**src/rtl/bus_unhang_pkg.sv**
```systemverilog
package bus_unhang_pkg;

  typedef enum logic [2:0] {
    BC_IDLE,
    BC_CHECK,
    BC_LOW,
    BC_REL,
    BC_HIGH,
    BC_STP_LOW,
    BC_STP_REL
  } bc_state_e;

  // a zero half-period would stall the timer, so it is raised to one cycle
  function automatic logic [31:0] floor_one(input logic [31:0] v);
    return (v == 32'd0) ? 32'd1 : v;
  endfunction

  // true when the pulse about to complete uses up the budget
  function automatic logic budget_spent(input logic [31:0] sent, input logic [31:0] max_p);
    return (sent + 32'd1) >= max_p;
  endfunction

endpackage

```
**src/rtl/line_sync.sv**
```systemverilog
module line_sync #(
  parameter int W      = 2,
  parameter int STAGES = 2
) (
  input  logic         clk,
  input  logic         rst_n,
  input  logic [W-1:0] d_async,
  output logic [W-1:0] q_sync
);
  for (genvar b = 0; b < W; b++) begin : g_bit
    logic [STAGES-1:0] chain;
    always_ff @(posedge clk or negedge rst_n) begin
      if (!rst_n) chain <= '1;
      else        chain <= {chain[STAGES-2:0], d_async[b]};
    end
    assign q_sync[b] = chain[STAGES-1];
  end
endmodule

```
**src/rtl/phase_timer.sv**
```systemverilog
module phase_timer #(
  parameter int W = 16
) (
  input  logic         clk,
  input  logic         rst_n,
  input  logic         run,
  input  logic [W-1:0] limit,
  output logic         expire
);
  logic [W-1:0] cnt;

  assign expire = run && (cnt == limit - W'(1));

  always_ff @(posedge clk or negedge rst_n) begin
    if (!rst_n)                cnt <= '0;
    else if (!run || expire)   cnt <= '0;
    else                       cnt <= cnt + W'(1);
  end
endmodule

```
**src/rtl/busy_watchdog.sv**
```systemverilog
module busy_watchdog #(
  parameter int TMO_W = 24
) (
  input  logic             clk,
  input  logic             rst_n,
  input  logic             bus_busy,
  input  logic             hold,
  input  logic [TMO_W-1:0] tmo,
  output logic             fire
);
  logic [TMO_W-1:0] cnt;
  logic             armed;

  assign armed = (tmo != '0);
  assign fire  = armed && bus_busy && !hold && (cnt == tmo - TMO_W'(1));

  always_ff @(posedge clk or negedge rst_n) begin
    if (!rst_n)                           cnt <= '0;
    else if (!bus_busy || hold || fire)   cnt <= '0;
    else                                  cnt <= cnt + TMO_W'(1);
  end
endmodule

```
**src/rtl/bus_unhang.sv**
```systemverilog
module bus_unhang #(
  parameter int DIV_W       = 16,
  parameter int TMO_W       = 24,
  parameter int MAX_PULSES  = 9,
  parameter int RISE_LIMIT  = 4096,
  parameter int SYNC_STAGES = 2,
  localparam int CNT_W      = $clog2(MAX_PULSES + 1)
) (
  input  logic             clk,
  input  logic             rst_n,
  input  logic             start_req,
  input  logic             bus_busy,
  input  logic [DIV_W-1:0] half_div,
  input  logic [TMO_W-1:0] busy_tmo,
  input  logic             scl_in,
  input  logic             sda_in,
  output logic             scl_oe,
  output logic             sda_oe,
  output logic             busy,
  output logic             done,
  output logic [CNT_W-1:0] pulse_count,
  output logic             scl_stuck,
  output logic             sda_stuck
);
  import bus_unhang_pkg::*;

  localparam int RISE_W = $clog2(RISE_LIMIT + 1);

  bc_state_e        state;
  logic             scl_s, sda_s;
  logic             wd_fire;
  logic             launch;
  logic             half_run, half_exp;
  logic             rise_run, rise_exp;
  logic [DIV_W-1:0] half_lim;
  logic             last_pulse;

  line_sync #(.W(2), .STAGES(SYNC_STAGES)) u_sync (
    .clk     (clk),
    .rst_n   (rst_n),
    .d_async ({scl_in, sda_in}),
    .q_sync  ({scl_s, sda_s})
  );

  busy_watchdog #(.TMO_W(TMO_W)) u_wdog (
    .clk      (clk),
    .rst_n    (rst_n),
    .bus_busy (bus_busy),
    .hold     (busy),
    .tmo      (busy_tmo),
    .fire     (wd_fire)
  );

  assign half_lim = DIV_W'(floor_one(32'(half_div)));
  assign half_run = (state == BC_LOW) || (state == BC_HIGH) ||
                    (state == BC_STP_LOW) || (state == BC_STP_REL);
  assign rise_run = (state == BC_REL);

  phase_timer #(.W(DIV_W)) u_half (
    .clk    (clk),
    .rst_n  (rst_n),
    .run    (half_run),
    .limit  (half_lim),
    .expire (half_exp)
  );

  phase_timer #(.W(RISE_W)) u_rise (
    .clk    (clk),
    .rst_n  (rst_n),
    .run    (rise_run),
    .limit  (RISE_W'(RISE_LIMIT)),
    .expire (rise_exp)
  );

  assign busy       = (state != BC_IDLE);
  assign launch     = !busy && (start_req || wd_fire);
  assign last_pulse = budget_spent(32'(pulse_count), 32'(MAX_PULSES));
  assign scl_oe     = (state == BC_LOW);
  assign sda_oe     = (state == BC_STP_LOW);

  always_ff @(posedge clk or negedge rst_n) begin
    if (!rst_n) begin
      state       <= BC_IDLE;
      done        <= 1'b0;
      pulse_count <= '0;
      scl_stuck   <= 1'b0;
      sda_stuck   <= 1'b0;
    end else begin
      unique case (state)
        BC_IDLE: if (launch) begin
          state       <= BC_CHECK;
          done        <= 1'b0;
          pulse_count <= '0;
          scl_stuck   <= 1'b0;
          sda_stuck   <= 1'b0;
        end
        BC_CHECK: begin
          if (!scl_s) begin
            scl_stuck <= 1'b1;
            done      <= 1'b1;
            state     <= BC_IDLE;
          end else if (sda_s) begin
            state <= BC_STP_LOW;
          end else begin
            state <= BC_LOW;
          end
        end
        BC_LOW: if (half_exp) state <= BC_REL;
        BC_REL: begin
          if (scl_s) begin
            state <= BC_HIGH;
          end else if (rise_exp) begin
            scl_stuck <= 1'b1;
            done      <= 1'b1;
            state     <= BC_IDLE;
          end
        end
        BC_HIGH: if (half_exp) begin
          pulse_count <= pulse_count + CNT_W'(1);
          if (sda_s) begin
            state <= BC_STP_LOW;
          end else if (last_pulse) begin
            sda_stuck <= 1'b1;
            done      <= 1'b1;
            state     <= BC_IDLE;
          end else begin
            state <= BC_LOW;
          end
        end
        BC_STP_LOW: if (half_exp) state <= BC_STP_REL;
        BC_STP_REL: if (half_exp) begin
          done  <= 1'b1;
          state <= BC_IDLE;
        end
        default: state <= BC_IDLE;
      endcase
    end
  end
endmodule

```
**config.mk**
```make
export PLATFORM = sky130hd
export DESIGN_NAME = bus_unhang
export DESIGN_NICKNAME = d
export VERILOG_FILES = /design/src/rtl/bus_unhang_pkg.sv /design/src/rtl/line_sync.sv /design/src/rtl/phase_timer.sv /design/src/rtl/busy_watchdog.sv /design/src/rtl/bus_unhang.sv
export SDC_FILE = /design/constraint.sdc
export NUM_CORES = 1
export LEC_CHECK = 0
export BUFFER_PORTS_ARGS = -buffer_cell sky130_fd_sc_hd__buf_2
export CAP_MARGIN = 20
export CORE_MARGIN = 2
export CORE_UTILIZATION = 40
export DETAILED_ROUTE_END_ITERATION = 8
export PLACE_DENSITY_LB_ADDON = 0.05
export SETUP_SLACK_MARGIN = 0.02
export SLEW_MARGIN = 20
export SYNTH_ARGS = -nofsm -noshare
export SYNTH_HDL_FRONTEND = slang
export SYNTH_SLANG_ARGS = --single-unit
export TNS_END_PERCENT = 30
```
**constraint.sdc**
```tcl
create_clock -name clk -period 3.85 [get_ports clk]
set_clock_uncertainty 0.05 [all_clocks]
set_input_delay 0.1925 -clock clk [delete_from_list [all_inputs] [get_ports clk]]
set_output_delay 0.1925 -clock clk [all_outputs]
set_load 0.02 [all_outputs]
```
==> impl_metrics.py <==
metrics = {
    "timing": {
        "timing.slew.headroom_pct": 47.5,
        "finalCritPeriodShare_pct": 82.9,
        "rsz0062_at_grt": "no",
        "fmax_ghz": 0.313,
        "hold_viol": 0,
        "tightest_slew_ps": 788,
        "period_minus_slack_ps": 3190,
        "drv_slew": 0,
        "final.setup.worst_slack_ps": 657,
        "tns_ps": 0,
        "setup_viol": 0,
    },
    "layout": {
        "drive_gt1_share_pct": 16.9,
        "finalCoreUtilization_pct": 48.1,
        "fin_nets": 654,
        "final_cell_area_um2": 5560,
        "multi_input_comb_area_um2": 2950,
        "fill_cells": 1137,
        "areaGrowthSynthToFinish_pct": 16.1,
        "n_antenna_cell": 0,
        "seqCellArea_um2": 1680,
    },
    "yosys": {
        "synthDistinctLibCells": 73,
        "synth.ff_latch_count": 67,
        "yosysSeqAreaShare_pct": 35.1,
        "syn-cell-area_um2": 4790,
        "synth-compound-area-share_pct": 12.0,
        "netlist.area_leader.share_pct": 32.9,
        "yosys.area.top_type": "dfrtp_1",
        "synth_xor_area_share_pct": 17.2,
        "post_synth.cell_area_avg_um2": 8.89,
        "synthFlopType": "dfrtp_1",
        "async_reset_ff_share_pct": 100,
        "yosysWarningCount": 0,
        "synth_top_family_by_area": "simple AND/OR/NAND/NOR gates",
        "synth_nets": 593,
        "netlist_top_cells_area": "dfrtp_1 33%, xnor2_1 8.6%, xor2_1 8.6%, nor2_1 6.7%, nand3_1 3.4%",
        "synthMuxAreaShare_pct": 0.627,
        "synthCells": 539,
        "synth_adder_area_share_pct": 2.09,
        "synth_edf_count": 0,
        "yosys.area_share.simple_pct": 29.6,
    },
    "placement": {
        "dpl.hpwl_mm": 8.76,
        "io_buffers": 55,
        "pre_cts_ws_ps": 290,
        "place_area_um2": 5210,
        "gp_congestion": 0.835,
    },
    "power": {
        "peakVddDrop_uv": 215,
        "p_switching_mw": 0.861,
        "pwr-share-comb_pct": 28.1,
        "pwr-share-seq_pct": 35.6,
        "switching_share_pct": 34.6,
        "clock_power_share_pct": 36.3,
        "power_density_nw_per_um2": 447,
        "power_leakage_nw": 2.29,
        "power_mw": 2.48,
        "p_int_mw": 1.62,
    },
    "global_routing": {
        "grt_usage_pct": 19.4,
        "grt_pass1_wl_mm": 20.0,
        "grt-ovfl-total": 0,
        "first_global_vias": 4025,
        "grt_max_degree": 35,
        "antenna_found_initial": 0,
    },
    "cts": {
        "cts_resized": 0,
        "cts_buffers": 9,
        "root_buffer": "clkbuf_16",
        "cts-htree-levels": 3,
        "insertion_delay_ps": 340,
        "cts_tree": "done",
        "clk_pin_slew_ps": 60,
        "numClockSinks": 67,
        "clock_path_buffers": 2,
    },
    "floorplan": {
        "num_io_pins": 56,
        "die-height_um": 113,
        "die_w_um": 113,
        "design.core.area_um2": 11600,
        "initial_core_util_pct": 41.4,
        "row_count": 39,
        "die_area_um2": 12900,
    },
    "drt": {
        "drt_pass1_iterations": 4,
        "wl_per_cell_um": 15.5,
        "drt_iter0_markers": 299,
        "final_antenna_net_count": 0,
        "drc_errors": 0,
        "wl_mm": 11.6,
        "num_vias": 4123,
        "via_per_inst": 5.51,
    },
    "critical_path": {
        "slowest_stage": "or4_1",
        "path_cells": "buf_2 > or4_1 > nor3_1 > and3_1 > nor2_1 > ha_1 > or3b_2 > xnor2_1 > nand3_1 > nor4_1 > o2111a_1 > a21o_1 > o211a_4 > mux2i_1",
        "crit_path_end_kind": "flip-flop",
        "cp_data_required_time_ps": 4070,
        "reg2regPathDepth": 8,
        "start_kind": "primary input",
        "worstPathArrival_ps": 3410,
        "critPathKind": "in2reg",
        "crit_fanout": 5,
        "slowest_delay_ps": 570,
    },
    "min_path": {
        "hold_class": "in2reg",
        "hold_depth": 4,
    },
    "job": {
        "maxCapViolCount": 0,
    },
    "run_status": {
        "status": "completed",
    },
}
[repair_timing]
action / in CTS / in global routing
setup buffers: 0 / 0
hold buffers: 3 / 0
endpoints found under the hold margin: 35 / 0
[final timing paths]
path                       slack, ps                     start                       end
setup / recovery                 660               half_div[8]            pulse_count[1]
hold / removal                   300                 start_req                  state[2]
setup reg to reg                 930                  state[0]            u_wdog.cnt[16]
hold reg to reg                  310  u_sync.g_bit[0].chain[0]  u_sync.g_bit[0].chain[1]
max in group asynchronous       2360                     rst_n  u_sync.g_bit[0].chain[0]
min in group asynchronous        420                     rst_n            u_wdog.cnt[11]
[registers in the layout, indices dropped and copies added, names as in the netlist]
| name | count |
|---|---|
| pulse_count | 4 |
| scl_stuck | 1 |
| u_sync.g_bit.chain | 4 |
| u_wdog.cnt | 24 |
| sda_stuck | 1 |
| u_half.cnt | 16 |
| u_rise.cnt | 13 |
| done | 1 |
| state | 3 |
[layout by cell type (no fill, tap or decap), types with 4 or more instances in the layout]
| master | synthesis | routed |
|---|---|---|
| or3_1 | 6 | 6 |
| xnor2_1 | 47 | 47 |
| buf_2 | 0 | 55 |
| nor4_1 | 5 | 5 |
| o211ai_1 | 5 | 5 |
| ha_1 | 8 | 8 |
| nand4_1 | 13 | 13 |
| and3_1 | 18 | 18 |
| nor3_1 | 29 | 29 |
| nand3_1 | 33 | 33 |
| dfstp_2 | 4 | 4 |
| and4_1 | 4 | 4 |
| o21ai_0 | 7 | 7 |
| dfrtp_1 | 63 | 63 |
| buf_4 | 3 | 5 |
| a31oi_1 | 7 | 7 |
| a21oi_1 | 8 | 8 |
| inv_1 | 24 | 24 |
| nor2_1 | 86 | 86 |
| clkbuf_16 | 0 | 9 |
| a211oi_1 | 6 | 6 |
| nor2b_1 | 10 | 10 |
| xor2_1 | 47 | 47 |
| nand4b_1 | 4 | 4 |
| nand2_1 | 20 | 20 |
| a32oi_1 | 4 | 4 |
| or4_1 | 4 | 4 |
[per-layer routing]
metal | part of all wire (%) | up-vias | wire, um | GRT usage (%)
li1 | - | 2064 | - | -
met1 | 49 | 1977 | 5720 | 26.4
met2 | 46 | 72 | 5370 | 31.3
met3 | 2.8 | 10 | 326 | 3.93
met4 | 1.4 | 0 | 162 | 5.85
met5 | 0 | - | 0 | 0
[power by group through the flow]
stage | Sequential (mW) | Combinational [mW] | Clock, mW
2_1_floorplan | 0.881 | 0.484 | 0
3_3_place_gp | 0.892 | 0.690 | 0
3_5_place_dp | 0.895 | 0.699 | 0
4_1_cts | 0.883 | 0.707 | 0.925
5_1_grt | 0.902 | 0.786 | 0.971
6_report | 0.884 | 0.698 | 0.903
[final cells by class]
type	count	share of cell area, %
sequential	67	30.2
clock buffer	10	4.30
clock inverter	6	1.55
timing repair buffer	63	6.16
tap	143	3.22
multi-input combinational	435	52.9
inverter	24	1.62
[synthesized netlist by cell type, types with 6 or more instances]
cell type / instances
ha_1: 8
o21ai_0: 7
a21oi_1: 8
xnor2_1: 47
nor2b_1: 10
dfrtp_1: 63
or3_1: 6
nand4_1: 13
inv_1: 24
xor2_1: 47
clkbuf_1: 8
a211oi_1: 6
nor2_1: 86
nand3_1: 33
nand2_1: 20
nor3_1: 29
and3_1: 18
a31oi_1: 7
[critical path: cells and delay by family]
kind / cells / cell delay [ps]
AOI/OAI and AO/OA: 3 / 790
xor gates and xnor gates: 1 / 110
adders and majority gates: 1 / 220
buffers and inverters: 1 / 130
muxes: 1 / 170
and+or+nand+nor: 7 / 1770
[stage by stage]
stage          hold WS [ps]  cells
2_1_floorplan          -153    539
5_1_grt                 289    748
4_1_cts                 281    748
3_3_place_gp            248    729
3_5_place_dp            249    729
6_report                298    748
[cell families after synthesis]
group	Yosys count
mux	3
simple gates	257
fa+ha+maj	8
xor+xnor	94
compound gates	73
flops	67
buf+inv	37
No activity file was read; power rests on OpenSTA's default activity.
